## config.mk

```make
export PLATFORM = sky130hd
export DESIGN_NAME = key_event_filter
export DESIGN_NICKNAME = d
export VERILOG_FILES = /design/src/rtl/key_event_filter.sv
export SDC_FILE = /design/constraint.sdc
export NUM_CORES = 1
export LEC_CHECK = 0
export ABC_AREA = 1
export BUFFER_PORTS_ARGS = -buffer_cell sky130_fd_sc_hd__buf_2
export CORE_ASPECT_RATIO = 0.5
export CORE_MARGIN = 2
export CORE_UTILIZATION = 30
export DETAILED_ROUTE_END_ITERATION = 6
export GPL_TIMING_DRIVEN = 0
export HOLD_SLACK_MARGIN = 0.15
export PLACE_DENSITY = 0.49
export SLEW_MARGIN = 20
export SYNTH_ARGS = -nofsm -noshare
export SYNTH_HDL_FRONTEND = slang
export SYNTH_SLANG_ARGS = --single-unit
```

## constraint.sdc

```tcl
create_clock -name clk -period 3 [get_ports clk]
set_input_delay 0.6 -clock clk [delete_from_list [all_inputs] [get_ports clk]]
set_output_delay 0.6 -clock clk [all_outputs]
set_load 0.005 [all_outputs]
```

## src/rtl/key_event_filter.sv

```systemverilog
`timescale 1ns/1ps
module key_event_filter #(
  parameter int ROWS  = 16,
  parameter int COLS  = 8,
  parameter int SLOTS = 8,
  localparam int ROW_W  = $clog2(ROWS),
  localparam int COL_W  = $clog2(COLS),
  localparam int KEY_W  = ROW_W + COL_W,
  localparam int ENT_W  = KEY_W + 1,
  localparam int CODE_W = KEY_W + 1
) (
  input  logic                     clk,
  input  logic                     rst_n,
  input  logic                     snap_valid,
  output logic                     snap_ready,
  input  logic [SLOTS*ENT_W-1:0]   snap_ent,
  input  logic                     fn_map_en,
  input  logic                     ghost_en,
  input  logic [KEY_W-1:0]         fn_code,
  output logic                     evt_valid,
  input  logic                     evt_ready,
  output logic                     evt_press,
  output logic                     evt_sync,
  output logic [CODE_W-1:0]        evt_code
);
  localparam int CNT_W  = $clog2(SLOTS + 1);
  localparam int SLOT_W = $clog2(SLOTS);
  localparam logic [CODE_W-1:0] BANK = CODE_W'(ROWS * COLS);

  typedef enum logic [1:0] {IDLE, REL, PRS, FIN} phase_t;

  phase_t             ph;
  logic [CODE_W-1:0]  held_c [SLOTS];
  logic [CNT_W-1:0]   held_n;
  logic [CODE_W-1:0]  nxt_c  [SLOTS];
  logic [CNT_W-1:0]   nxt_n;
  logic [CNT_W-1:0]   idx;

  logic [KEY_W-1:0]   raw   [SLOTS];
  logic [CODE_W-1:0]  cand  [SLOTS];
  logic [CNT_W-1:0]   raw_n;
  logic               fn_hit;
  logic               same_row, same_col, ghost;
  logic               in_new, rel_live, prs_live;
  logic [SLOT_W-1:0]  idx_s;

  always_comb begin
    raw_n  = '0;
    fn_hit = 1'b0;
    for (int i = 0; i < SLOTS; i++) raw[i] = '0;
    for (int i = 0; i < SLOTS; i++) begin
      if (snap_ent[i*ENT_W + KEY_W]) begin
        if (fn_map_en && snap_ent[i*ENT_W +: KEY_W] == fn_code) begin
          fn_hit = 1'b1;
        end else begin
          raw[raw_n[SLOT_W-1:0]] = snap_ent[i*ENT_W +: KEY_W];
          raw_n = raw_n + 1'b1;
        end
      end
    end
  end

  always_comb begin
    same_row = 1'b0;
    same_col = 1'b0;
    for (int i = 0; i < SLOTS; i++) begin
      for (int j = i + 1; j < SLOTS; j++) begin
        if (j < int'(raw_n)) begin
          if (raw[i][KEY_W-1:COL_W] == raw[j][KEY_W-1:COL_W]) same_row = 1'b1;
          if (raw[i][COL_W-1:0]     == raw[j][COL_W-1:0])     same_col = 1'b1;
        end
      end
    end
  end

  assign ghost = ghost_en && (raw_n >= CNT_W'(3)) && same_row && same_col;

  always_comb begin
    for (int i = 0; i < SLOTS; i++)
      cand[i] = {1'b0, raw[i]} + (fn_hit ? BANK : '0);
  end

  assign idx_s = idx[SLOT_W-1:0];

  always_comb begin
    in_new = 1'b0;
    for (int k = 0; k < SLOTS; k++)
      if (k < int'(nxt_n) && nxt_c[k] == held_c[idx_s]) in_new = 1'b1;
  end

  assign rel_live   = idx < held_n;
  assign prs_live   = idx < nxt_n;
  assign snap_ready = (ph == IDLE);

  always_comb begin
    evt_valid = 1'b0;
    evt_press = 1'b0;
    evt_sync  = 1'b0;
    evt_code  = '0;
    case (ph)
      REL: begin
        evt_valid = rel_live && !in_new;
        evt_code  = held_c[idx_s];
      end
      PRS: begin
        evt_valid = prs_live;
        evt_press = 1'b1;
        evt_code  = nxt_c[idx_s];
      end
      FIN: begin
        evt_valid = 1'b1;
        evt_sync  = 1'b1;
      end
      default: ;
    endcase
  end

  always_ff @(posedge clk or negedge rst_n) begin
    if (!rst_n) begin
      ph     <= IDLE;
      idx    <= '0;
      held_n <= '0;
      nxt_n  <= '0;
      for (int i = 0; i < SLOTS; i++) begin
        held_c[i] <= '0;
        nxt_c[i]  <= '0;
      end
    end else begin
      case (ph)
        IDLE: if (snap_valid && !ghost) begin
          for (int i = 0; i < SLOTS; i++) nxt_c[i] <= cand[i];
          nxt_n <= raw_n;
          idx   <= '0;
          ph    <= REL;
        end
        REL: begin
          if (!rel_live) begin
            idx <= '0;
            ph  <= PRS;
          end else if (in_new || evt_ready) begin
            idx <= idx + 1'b1;
          end
        end
        PRS: begin
          if (!prs_live) ph <= FIN;
          else if (evt_ready) idx <= idx + 1'b1;
        end
        FIN: if (evt_ready) begin
          for (int i = 0; i < SLOTS; i++) held_c[i] <= nxt_c[i];
          held_n <= nxt_n;
          ph     <= IDLE;
        end
        default: ph <= IDLE;
      endcase
    end
  end


  evt_hold_chk: assert property (@(posedge clk) disable iff (!rst_n)
    evt_valid && !evt_ready |=> evt_valid && $stable(evt_code) && $stable(evt_press) && $stable(evt_sync));


  busy_excl_chk: assert property (@(posedge clk) disable iff (!rst_n)
    !(snap_ready && evt_valid));


  ghost_drop_chk: assert property (@(posedge clk) disable iff (!rst_n)
    snap_valid && snap_ready && ghost |=> snap_ready && !evt_valid);


  sync_end_chk: assert property (@(posedge clk) disable iff (!rst_n)
    evt_valid && evt_ready && evt_sync |=> snap_ready);


  held_bound_chk: assert property (@(posedge clk) disable iff (!rst_n)
    held_n <= CNT_W'(SLOTS));


  phase_order_chk: assert property (@(posedge clk) disable iff (!rst_n)
    evt_valid && evt_press |=> !(evt_valid && !evt_press && !evt_sync));
endmodule

```

# Word level (Yosys, flattened, before mapping)
# Index checks and enable logic that the tools add are counted.
[totals]
regBits = 142
in_bits = 77
[classes]
add_sub_neg = 16
eq_ne = 82
magnitude_cmp = 33
n_mux = 211
bitwise_logic = 8
reduce_logical = 37
[ops]
columns = ["op", "count"]
rows = [
  ["$mux W56", 14],
  ["$bwmux W56", 7],
  ["$demux W7 S3", 7],
  ["$mux W1", 140],
  ["$eq A4 B4 Y1", 28],
  ["$eq A3 B3 Y1", 28],
  ["$mux W4", 19],
  ["$add A7 B8 Y8", 8],
  ["$eq A8 B8 Y1", 8],
  ["$mux W7", 9],
  ["$eq A7 B7 Y1", 8],
  ["$bmux W8 S3", 2],
  ["$mux W8", 5],
  ["$add A4 B1 Y4 const B", 8],
  ["$ge A4 B4 Y1 const B", 8],
  ["$lt A3 B4 Y1 const A", 8],
  ["$not A3 Y4", 8],
  ["$logic_and A1 B1 Y1", 28],
  ["$lt A4 B1 Y1 const B", 7],
  ["$lt A2 B4 Y1 const A", 4],
  ["$pmux W8 S2", 1],
  ["$lt A1 B4 Y1 const A", 3],
  ["$pmux W4 S3", 1],
  ["$ne A2 B2 Y1 const B", 5],
  ["16 further kinds", 23],
]

# Longest topological paths before layout
# Gate-level depths: netlist of the first run.
[depth]
depth_word = 93
ltp_mapped = 58

# Least setup slack after synthesis of the first run
# OpenSTA, ideal clock, no wires.
[synth_path]
kind = "in2reg"
from = "input fn_code[2]"
to = "register nxt_c[49] (netlist bit)"
setup_slack_ns = -4.204
path_stages = 49
t_arrival_ns = 7.081
setup_ns = 0.123
n_path_buf = 4
path_cell_list = "buf_4 inv_2 nand2_1 o211ai_1 nor2_1 nand2_1 clkbuf_1 ha_1 nand2_1 nand2_2 ha_1 nand3_1 nand2_2 inv_1 ha_1 or2_1 nand2_1 inv_1 [... 13 more ...] xor2_1 inv_1 nand2_1 nand2_1 nand2_1 nor2_1 nand3_1 nand2_1 nor2_1 nand2_1 nor2_1 nand2_1 nand3_1 nand2_2 nor2_4 buf_6 buf_4 o21ai_1"
[synth_via]
elab_chain_cells = 92
word_cells_on_any_way = 287
[synth_rtl]
columns = ["item", "line_no", "rtl"]
rows = [
  ["from (decl)", "19", "input logic [KEY_W-1:0] fn_code,"],
  ["$eq A7 B7 Y1", "53", "if (fn_map_en && snap_ent[i*ENT_W +: KEY_W] == fn_code) begin"],
  ["$logic_and A1 B1 Y1", "53", ""],
  ["$mux W1", "53", ""],
  ["$mux W1", "52", "if (snap_ent[i*ENT_W + KEY_W]) begin"],
  ["$add A4 B1 Y4 or $not A3 Y4 (tied branches)", "57, 56", ""],
  ["$mux W4, or another cell as far along", "53", ""],
  ["$mux W4 or $logic_and A1 B1 Y1 (tied branches)", "52, 56", ""],
  ["$add A4 B1 Y4, or another cell as far along", "57", "raw_n = raw_n + 1'b1;"],
  ["[... 75 more ...]", "--", ""],
  ["$mux W1", "69", "if (raw[i][KEY_W-1:COL_W] == raw[j][KEY_W-1:COL_W]) same_row = 1'b1;"],
  ["$mux W1", "68", "if (j < int'(raw_n)) begin"],
  ["$mux W1", "69", ""],
  ["$mux W1", "68", ""],
  ["$logic_and A1 B1 Y1 (2 in a row)", "76", "assign ghost = ghost_en && (raw_n >= CNT_W'(3)) && same_row && same_col;"],
  ["$logic_not A1 Y1", "130", "IDLE: if (snap_valid && !ghost) begin"],
  ["$logic_and A1 B1 Y1", "130", ""],
  ["$reduce_and A2 Y1 (no line)", "--", ""],
  ["to (signal, indexed assignment)", "126", "nxt_c[i] <= '0;"],
  ["to (decl)", "35", "logic [CODE_W-1:0] nxt_c [SLOTS];"],
]
# Several ways; a longest one is shown, not always the timed one.
# A chain may end at the register's enable or synchronous reset.

# Final worst setup path of the first run
[layout_path]
from = "input fn_code[5]"
to = "register nxt_c[51] (netlist bit)"
# Same word-level chain as after synthesis.

==> results of run 1 <==
-- worst paths after layout --
path                            cells after the start  startpoint  slack, ns         end
worst max-delay path                               51  fn_code[5]      -3.49   nxt_c[51]
min in group asynchronous                           2       rst_n       0.65      idx[2]
worst max register to register                     21      idx[0]      -0.52      idx[2]
max in group asynchronous                           3       rst_n       1.59  held_c[33]
worst min-delay path                                2  held_c[22]       0.48  held_c[22]
worst min register to register                      2  held_c[22]       0.48  held_c[22]
-- worst min-delay path, stage by stage, from the launching register on --
cell and delay, ns:
sky130_fd_sc_hd__dfrtp_1 0.34, sky130_fd_sc_hd__nand2_1 0.05, sky130_fd_sc_hd__o21ai_0 0.06
-- cell type report --
type	instances	area share
multi-input cells	2474	0.603
flip-flops and latches	128	0.147
repair buffers	222	0.0885
inverters	281	0.0539
well taps	713	0.0408
plain buffers	96	0.0403
clock buffers	22	0.0226
clock inverters	9	0.00378
diodes	1	0.000114
-- per-layer routing --
metal	vias to the layer above	track usage
li1	10100	-
met5	-	0
met3	217	0.0263
met1	9781	0.399
met2	1042	0.478
met4	0	0.111
-- metrics by stage --
step / setup TNS, ns / worst slack, ns / std cells / hold slack, ns
CTS: -222.43 / -3.39 / 3905 / 0.486
global route: -248.64 / -3.78 / 3946 / 0.509
detailed placement: -335.64 / -5.07 / 3761 / 0.471
floorplan: -215.96 / -3.24 / 2977 / 0.304
global placement: -400.46 / -5.01 / 3760 / 0.463
finish: -228.91 / -3.49 / 3946 / 0.482
-- logic make-up (layout without fill, tap and decap cells) --
kind of cell               count (synthesis)  after routing  share of synthesized area
buffers and inverters                    378            630                     0.0961
and+or+nand+nor                         2013           2016                      0.524
DFF                                      128            128                      0.196
adders and majority gates                 21             21                     0.0161
AOI/OAI and AO/OA                        356            356                      0.124
xor gates and xnor gates                  81             81                     0.0435
other                                      0              1                          0
-- flip-flops by register name (all words and copies together), names as in the netlist --
name / flops
held_c: 57
nxt_c: 57
held_n: 4
idx: 4
nxt_n: 4
ph: 2
-- placed cells by master (no fill, tap or decap), drive strengths merged, types with 49 or more instances in the layout --
master / Yosys / final
buf: 48 / 271
nor2: 252 / 252
a21oi: 57 / 57
dfrtp: 128 / 128
inv: 278 / 274
nand2: 1345 / 1348
clkbuf: 49 / 68
xor2: 49 / 49
o21ai: 228 / 228
nand3: 369 / 369
-- report_power, final --
group	internal (mW)	switching (mW)	leakage, nW	total [mW]
clock network	1.24	0.789	0.284	2.03
logic	4.41	7.81	9.12	12.2
registers	2.44	0.545	1.69	2.99
total	8.09	9.15	11.1	17.2
-- what timing repair did --
item,CTS,global route
hold buffers,1,0
setup buffers,99,40
endpoints found under the hold margin,43,0
endpoints found under the setup margin,75,75
pin swaps,67,91
cloned,14,6
gates resized for setup,379,195
==> impl_results.html, run 1 <==
<table>
<tr><th>Metric</th><th>Value</th></tr>
<tr><th colspan="2">Outcome</th></tr>
<tr><td>Status</td><td>finished with violations</td></tr>
<tr><td>Violated checks</td><td>negative setup slack</td></tr>
<tr><th colspan="2">STA</th></tr>
<tr><td>Post-route fraction of the period consumed by the critical path</td><td>2.16</td></tr>
<tr><td>Clock skew after layout</td><td>between 0.01 and 0.015 ns</td></tr>
<tr><td>Least setup slack across all paths after layout</td><td>-3.49 ns</td></tr>
<tr><td>RSZ-0062 raised after global routing</td><td>true</td></tr>
<tr><td>Number of failing setup endpoints in the final timing report</td><td>between 60 and 70</td></tr>
<tr><td>Normalized max-slew margin</td><td>0.407</td></tr>
<tr><td>Count of endpoints failing hold in the final timing report</td><td>0</td></tr>
<tr><td>Maximum frequency from static timing analysis</td><td>around 0.15 GHz</td></tr>
<tr><td>Max-slew violation count</td><td>0</td></tr>
<tr><td>Crit path time final</td><td>approximately 6.5 ns</td></tr>
<tr><td>Slew at the pin closest to its max-slew limit</td><td>between 0.8 and 0.9 ns</td></tr>
<tr><th colspan="2">Setup path</th></tr>
<tr><td>Crit end category</td><td>flop</td></tr>
<tr><td>Critical path buffer and inverter count</td><td>27</td></tr>
<tr><td>Arrival time reported for the critical path endpoint</td><td>just under 7 ns</td></tr>
<tr><td>Worst Path Class, Setup</td><td>in -&gt; reg</td></tr>
<tr><td>Most frequent cell on the critical path</td><td>sky130_fd_sc_hd__buf_4</td></tr>
<tr><td>CP max-delay cell</td><td>sky130_fd_sc_hd__inv_1</td></tr>
<tr><td>Highest fanout seen on the critical path</td><td>9</td></tr>
<tr><td>Launching element type of the critical path</td><td>input port</td></tr>
<tr><td>Required time of the worst setup path</td><td>3.35 ns</td></tr>
<tr><td>Family of cells with the greatest summed delay on the critical path</td><td>buffers and inverters</td></tr>
<tr><td>Delay of the slowest cell on the worst path</td><td>0.24 ns</td></tr>
<tr><th colspan="2">Hold path</th></tr>
<tr><td>Hold WC Path Type</td><td>reg -&gt; reg</td></tr>
<tr><th colspan="2">Die</th></tr>
<tr><td>Die Y</td><td>between 150 and 200 µm</td></tr>
<tr><td>Starting density of the core</td><td>0.303</td></tr>
<tr><td>Die width</td><td>between 300 and 400 µm</td></tr>
<tr><td>Core Footprint</td><td>53,800 µm²</td></tr>
<tr><td>I/O pin count</td><td>89</td></tr>
<tr><td>Std cell rows</td><td>60</td></tr>
<tr><td>Die area</td><td>around 56,000 µm²</td></tr>
<tr><th colspan="2">Clocking</th></tr>
<tr><td>Largest buffer count on any clock path</td><td>2</td></tr>
<tr><td>TritonCTS clock tree</td><td>done</td></tr>
<tr><td>Clock transition at path regs</td><td>roughly 0.06 ns</td></tr>
<tr><td>TritonCTS buffer count</td><td>17</td></tr>
<tr><td>Buffer cell driving the clock tree root</td><td>sky130_fd_sc_hd__clkbuf_16</td></tr>
<tr><td>Worst-skew pair later-pin latency</td><td>about 0.43 ns</td></tr>
<tr><td>CTS sink count</td><td>128</td></tr>
<tr><td>H-tree Lvls</td><td>4</td></tr>
<tr><th colspan="2">Layout</th></tr>
<tr><td>Synthesis-to-finish area growth</td><td>34.1%</td></tr>
<tr><td>Filler Cells Inserted</td><td>5,933</td></tr>
<tr><td>Area taken by multi-input logic gates</td><td>between 10,000 and 15,000 µm²</td></tr>
<tr><td>Storage element area</td><td>roughly 3200 µm²</td></tr>
<tr><td>Share of the core filled with cells</td><td>0.407</td></tr>
<tr><td>Final standard cell area without fillers</td><td>between 20,000 and 25,000 µm²</td></tr>
<tr><td>Net count reported at finish</td><td>approximately 3,300</td></tr>
<tr><td>Fraction of layout instances using a drive strength above 1</td><td>0.230</td></tr>
<tr><th colspan="2">Detailed routing</th></tr>
<tr><td>DRT iter0 DRCs</td><td>around 2,400</td></tr>
<tr><td>Amount of wire on met2 after detailed routing</td><td>approximately 38,000 µm</td></tr>
<tr><td>Wire per inst</td><td>21.5 µm</td></tr>
<tr><td>Drt via density</td><td>about 5.3</td></tr>
<tr><td>First-pass iteration count of the detailed router</td><td>5</td></tr>
<tr><td>Post-Route WL</td><td>84,900 µm</td></tr>
<tr><td>Total DRC errors in the routed layout</td><td>0</td></tr>
<tr><td>Met1 wire length</td><td>~37,000 µm</td></tr>
<tr><td>Overall via count from detail_route</td><td>~21,000</td></tr>
<tr><td>Number of nets with antenna violations after detailed routing</td><td>0</td></tr>
<tr><td>Top metal layer carrying routed signals</td><td>met4</td></tr>
<tr><td>Routed wire length on met3</td><td>about 6400 µm</td></tr>
<tr><th colspan="2">Logic synthesis</th></tr>
<tr><td>Post-synth ARST share</td><td>1.00</td></tr>
<tr><td>Yosys Warn Count</td><td>0</td></tr>
<tr><td>Number of enable flip-flop cells after synthesis</td><td>0</td></tr>
<tr><td>Sequential share of the synthesized area</td><td>0.196</td></tr>
<tr><td>Leading cell types by count after synthesis</td><td>sky130_fd_sc_hd__nand2_1, sky130_fd_sc_hd__nand3_1, sky130_fd_sc_hd__inv_1, sky130_fd_sc_hd__nor2_1, sky130_fd_sc_hd__o21ai_0</td></tr>
<tr><td>Summed instance area of the synthesized netlist</td><td>roughly 16,000 µm²</td></tr>
<tr><td>Number of storage elements in the synthesis netlist</td><td>about 130</td></tr>
<tr><td>Post-Synthesis Net Count</td><td>just over 3,000</td></tr>
<tr><td>Most frequently used cell type in the post-synthesis netlist</td><td>sky130_fd_sc_hd__nand2_1</td></tr>
<tr><td>Number of distinct library cell variants in the gate-level netlist after synthesis</td><td>54</td></tr>
<tr><td>Share of the synthesized area in the top cell type</td><td>0.292</td></tr>
<tr><td>Mean cell area of the mapped netlist</td><td>about 5.5 µm²</td></tr>
<tr><td>Cells after synthesis</td><td>2,977</td></tr>
<tr><td>Synth top area cells</td><td>sky130_fd_sc_hd__nand2_1, sky130_fd_sc_hd__dfrtp_1, sky130_fd_sc_hd__nand3_1, sky130_fd_sc_hd__inv_1, sky130_fd_sc_hd__nor2_1</td></tr>
<tr><td>Primary flip-flop cell chosen by synthesis mapping</td><td>sky130_fd_sc_hd__dfrtp_1</td></tr>
<tr><td>Library cell occupying the most area in the post-synthesis netlist</td><td>sky130_fd_sc_hd__nand2_1</td></tr>
<tr><th colspan="2">GRT</th></tr>
<tr><td>Total gr overflow</td><td>0</td></tr>
<tr><td>Total global routing track utilization</td><td>0.292</td></tr>
<tr><td>Initial antenna violation count</td><td>1</td></tr>
<tr><td>Largest net degree at the start of global routing</td><td>86</td></tr>
<tr><td>Wire length of the first global-routing pass</td><td>approximately 130,000 µm</td></tr>
<tr><td>Via count of the first global-routing pass</td><td>roughly 20,000</td></tr>
<tr><th colspan="2">Placed design</th></tr>
<tr><td>Count of buffers inserted at the top-level ports</td><td>70</td></tr>
<tr><td>DP Wirelength</td><td>approximately 64,000 µm</td></tr>
<tr><td>Cell Area, Placed</td><td>~18,000 µm²</td></tr>
<tr><td>Routability congestion estimate from global placement</td><td>0.941</td></tr>
<tr><th colspan="2">Power</th></tr>
<tr><td>Maximum vdd drop</td><td>490 µV</td></tr>
<tr><td>LEAKAGE</td><td>between 10 and 15 nW</td></tr>
<tr><td>Total power of the final layout</td><td>around 17 mW</td></tr>
<tr><td>Power per standard cell area</td><td>about 800 nW/µm²</td></tr>
<tr><th colspan="2">Run</th></tr>
<tr><td>Max-cap violations</td><td>0</td></tr>
</table>
Note: power is estimated with default switching activity, not from simulation.
==> run 2: changes to the inputs <==
CTS_BUF_LIST = sky130_fd_sc_hd__clkbuf_4 sky130_fd_sc_hd__clkbuf_8   (was unset)
==> run 2 against run 1 <==
  * The run still ends with negative setup slack left
  * Final cell count about the same
  * Flip-flop and latch count unchanged
  * Largest cell class unchanged
  * Sequential power about the same
==> impl_results.html, run 2 (same netlist as run 1, synthesis figures left out) <==
<table>
<tr><th>Metric</th><th>Value</th></tr>
<tr><th colspan="2">Placed design</th></tr>
<tr><td>Count of buffers inserted at the top-level ports</td><td>70 (unchanged)</td></tr>
<tr><td>Number of placed instances, taps included</td><td>3,761 (unchanged)</td></tr>
<tr><td>Routability congestion estimate from global placement</td><td>0.941 (unchanged)</td></tr>
<tr><td>Cell Area, Placed</td><td>17,800 µm² (unchanged)</td></tr>
<tr><td>DP Wirelength</td><td>63,600 µm (unchanged)</td></tr>
<tr><th colspan="2">Layout</th></tr>
<tr><td>Largest registers</td><td>held_c (57), nxt_c (57)</td></tr>
<tr><td>Final standard cell area without fillers</td><td>21,700 µm² (-0.95%)</td></tr>
<tr><td>Most common cell after layout, fill and taps aside</td><td>sky130_fd_sc_hd__nand2_1</td></tr>
<tr><td>Number of diodes</td><td>0 (-1)</td></tr>
<tr><td>Number of standard cells in the layout, taps in and fillers out</td><td>3,947 (+0.025%)</td></tr>
<tr><td>Fraction of layout instances using a drive strength above 1</td><td>0.230 (+0.000476)</td></tr>
<tr><td>Net count reported at finish</td><td>3,320 (+0.060%)</td></tr>
<tr><td>Highest-count cells in the layout ignoring fill and taps</td><td>sky130_fd_sc_hd__nand2_1, sky130_fd_sc_hd__nand3_1, sky130_fd_sc_hd__inv_1, sky130_fd_sc_hd__nor2_1, sky130_fd_sc_hd__dfrtp_1</td></tr>
<tr><td>Synthesis-to-finish area growth</td><td>32.8%</td></tr>
<tr><th colspan="2">Setup path</th></tr>
<tr><td>Minimum setup slack among reg-to-reg paths</td><td>-0.52 ns (about the same)</td></tr>
<tr><td>Arrival time reported for the critical path endpoint</td><td>6.86 ns (+0.02 ns)</td></tr>
<tr><td>CP max-delay cell</td><td>sky130_fd_sc_hd__xor2_4</td></tr>
<tr><td>Delay of the slowest cell on the worst path</td><td>0.31 ns (+0.07 ns)</td></tr>
<tr><td>Crit end category</td><td>flop</td></tr>
<tr><td>Highest fanout seen on the critical path</td><td>8 (-1)</td></tr>
<tr><td>Worst Path Class, Setup</td><td>in -&gt; reg</td></tr>
<tr><td>Launching element type of the critical path</td><td>input port</td></tr>
<tr><td>Most frequent cell on the critical path</td><td>sky130_fd_sc_hd__buf_4</td></tr>
<tr><td>Family of cells with the greatest summed delay on the critical path</td><td>buffers and inverters</td></tr>
<tr><td>Required time of the worst setup path</td><td>3.38 ns (+0.03 ns)</td></tr>
<tr><td>Critical path buffer and inverter count</td><td>27 (unchanged)</td></tr>
<tr><th colspan="2">Power</th></tr>
<tr><td>Power per standard cell area</td><td>762 nW/µm² (-3.3%)</td></tr>
<tr><td>Maximum vdd drop</td><td>364 µV (-26%)</td></tr>
<tr><td>LEAKAGE</td><td>10.9 nW (-1.7%)</td></tr>
<tr><th colspan="2">GRT</th></tr>
<tr><td>Via count of the first global-routing pass</td><td>19,300 (-1.3%)</td></tr>
<tr><td>Total gr overflow</td><td>0 (unchanged)</td></tr>
<tr><td>Wire length of the first global-routing pass</td><td>124,000 µm (-1.2%)</td></tr>
<tr><td>Total global routing track utilization</td><td>0.289 (-0.00310)</td></tr>
<tr><td>Initial antenna violation count</td><td>0 (-1)</td></tr>
<tr><td>Largest net degree at the start of global routing</td><td>86 (unchanged)</td></tr>
<tr><th colspan="2">STA</th></tr>
<tr><td>Least setup slack across all paths after layout</td><td>-3.48 ns (+0.0156 ns)</td></tr>
<tr><td>Crit path time final</td><td>6.48 ns (-0.0156 ns)</td></tr>
<tr><td>Clock skew after layout</td><td>0.0152 ns (+0.00470 ns)</td></tr>
<tr><td>Number of failing setup endpoints in the final timing report</td><td>72 (+5.9%)</td></tr>
<tr><td>Total negative slack</td><td>-228.40 ns (+0.507 ns)</td></tr>
<tr><td>Max-slew violation count</td><td>0 (unchanged)</td></tr>
<tr><td>Slew at the pin closest to its max-slew limit</td><td>0.931 ns (+0.0409 ns)</td></tr>
<tr><td>Normalized max-slew margin</td><td>0.379 (-0.0272)</td></tr>
<tr><td>RSZ-0062 raised after global routing</td><td>true</td></tr>
<tr><td>Count of endpoints failing hold in the final timing report</td><td>0 (unchanged)</td></tr>
<tr><td>Post-route fraction of the period consumed by the critical path</td><td>2.16 (-0.00519)</td></tr>
<tr><td>Maximum frequency from static timing analysis</td><td>0.154 GHz (+0.24%)</td></tr>
<tr><th colspan="2">Die</th></tr>
<tr><td>Std cell rows</td><td>60 (unchanged)</td></tr>
<tr><td>Die width</td><td>334 µm (unchanged)</td></tr>
<tr><td>Die area</td><td>56,300 µm² (unchanged)</td></tr>
<tr><td>Die Y</td><td>169 µm (unchanged)</td></tr>
<tr><td>Starting density of the core</td><td>0.303 (unchanged)</td></tr>
<tr><td>Core Footprint</td><td>53,800 µm² (unchanged)</td></tr>
<tr><td>I/O pin count</td><td>89 (unchanged)</td></tr>
<tr><th colspan="2">Detailed routing</th></tr>
<tr><td>Total DRC errors in the routed layout</td><td>0 (unchanged)</td></tr>
<tr><td>Number of nets with antenna violations after detailed routing</td><td>0 (unchanged)</td></tr>
<tr><td>First-pass iteration count of the detailed router</td><td>7 (+2)</td></tr>
<tr><td>Drt via density</td><td>5.35 (about the same)</td></tr>
<tr><td>DRT iter0 DRCs</td><td>2,211 (-6.6%)</td></tr>
<tr><td>Wire per inst</td><td>21.4 µm (-0.44%)</td></tr>
<tr><td>Overall via count from detail_route</td><td>21,100 (+0.11%)</td></tr>
<tr><td>Post-Route WL</td><td>84,500 µm (-0.41%)</td></tr>
<tr><th colspan="2">Clocking</th></tr>
<tr><td>Worst-skew pair later-pin latency</td><td>0.46 ns (+0.03 ns)</td></tr>
<tr><td>Largest buffer count on any clock path</td><td>2 (unchanged)</td></tr>
<tr><td>Clock transition at path regs</td><td>0.07 ns (about the same)</td></tr>
<tr><td>H-tree Lvls</td><td>4 (unchanged)</td></tr>
<tr><td>Buffer cell driving the clock tree root</td><td>sky130_fd_sc_hd__clkbuf_8</td></tr>
<tr><td>TritonCTS clock tree</td><td>done</td></tr>
<tr><td>TritonCTS buffer count</td><td>17 (unchanged)</td></tr>
<tr><td>CTS sink count</td><td>128 (unchanged)</td></tr>
<tr><th colspan="2">Outcome</th></tr>
<tr><td>Status</td><td>finished with violations</td></tr>
<tr><td>Violated checks</td><td>negative setup slack</td></tr>
<tr><th colspan="2">Hold path</th></tr>
<tr><td>Hold WC Path Type</td><td>reg -&gt; reg</td></tr>
<tr><th colspan="2">Run</th></tr>
<tr><td>Max-cap violations</td><td>0 (unchanged)</td></tr>
</table>
==> run 2: power breakdown <==
part	internal (mW)	switching [mW]
clock	0.757	0.706
sequential	2.44	0.521
combinational	4.36	7.72
total	7.55	8.95
==> run 2: path summary, 6_finish.rpt <==
check	cells after the start	end	startpoint
worst max-delay path	49	nxt_c[51]	fn_code[5]
worst max register to register	19	idx[2]	idx[0]
min in group asynchronous	2	idx[2]	rst_n
max in group asynchronous	3	nxt_c[2]	rst_n
worst min register to register	2	held_n[2]	held_n[2]
worst min-delay path	2	held_n[2]	held_n[2]
==> run 2: metrics by stage <==
step	util	hold WS (ns)	worst slack, ns	total power, mW
after floorplan	-	0.304	-3.24	8.76
after global placement	0.331	0.463	-5.01	11.9
after detailed placement	0.332	0.471	-5.07	11.9
after CTS	0.373	0.490	-3.36	14.5
after global routing	0.403	0.514	-3.73	17.6
final	0.403	0.488	-3.48	16.5
==> run 2: timing repair <==
| action | in CTS | in global routing |
|---|---|---|
| hold endpoints to repair | 43 | 0 |
| setup buffers | 80 | 59 |
| setup endpoints to repair | 75 | 75 |
| hold buffers | 1 | 0 |
| pin swaps | 55 | 82 |
| cloned | 10 | 10 |
| gates resized for setup | 270 | 314 |
==> run 2: metal layers <==
layer  track usage  vias up  part of all wire
met4         0.108        0             0.044
met5             0        -                 0
met2         0.472     1047              0.45
li1              -    10100                 -
met1         0.396     9812              0.44
met3        0.0273      210             0.073
==> run 2: area by class of cell <==
class / instances / area, µm²
well taps: 713 / 892
fillers: 5987 / 32100
plain buffers: 95 / 862
inverters: 281 / 1180
clock inverters: 9 / 82.6
multi-input cells: 2474 / 13100
clock buffers: 22 / 303
repair buffers: 225 / 2010
flip-flops and latches: 128 / 3210
==> run 2: worst reg2reg max path, stage by stage, from the launching register on <==
cell                       delay [ns]
sky130_fd_sc_hd__dfrtp_2         0.52
sky130_fd_sc_hd__clkinv_4        0.19
sky130_fd_sc_hd__buf_8           0.18
sky130_fd_sc_hd__o21ai_1         0.15
sky130_fd_sc_hd__o221ai_2        0.14
sky130_fd_sc_hd__nand2_2         0.18
sky130_fd_sc_hd__buf_8           0.18
sky130_fd_sc_hd__xor2_1          0.19
sky130_fd_sc_hd__o21ai_0         0.12
sky130_fd_sc_hd__nor4_1          0.19
sky130_fd_sc_hd__nand2_1         0.13
sky130_fd_sc_hd__o41ai_2         0.08
sky130_fd_sc_hd__nand2_1         0.14
sky130_fd_sc_hd__nand3_2         0.13
sky130_fd_sc_hd__buf_4           0.12
sky130_fd_sc_hd__a22oi_1         0.05
sky130_fd_sc_hd__nor2_1          0.49
sky130_fd_sc_hd__nand2_8         0.11
sky130_fd_sc_hd__nand2_2         0.07
sky130_fd_sc_hd__nand2_1         0.06
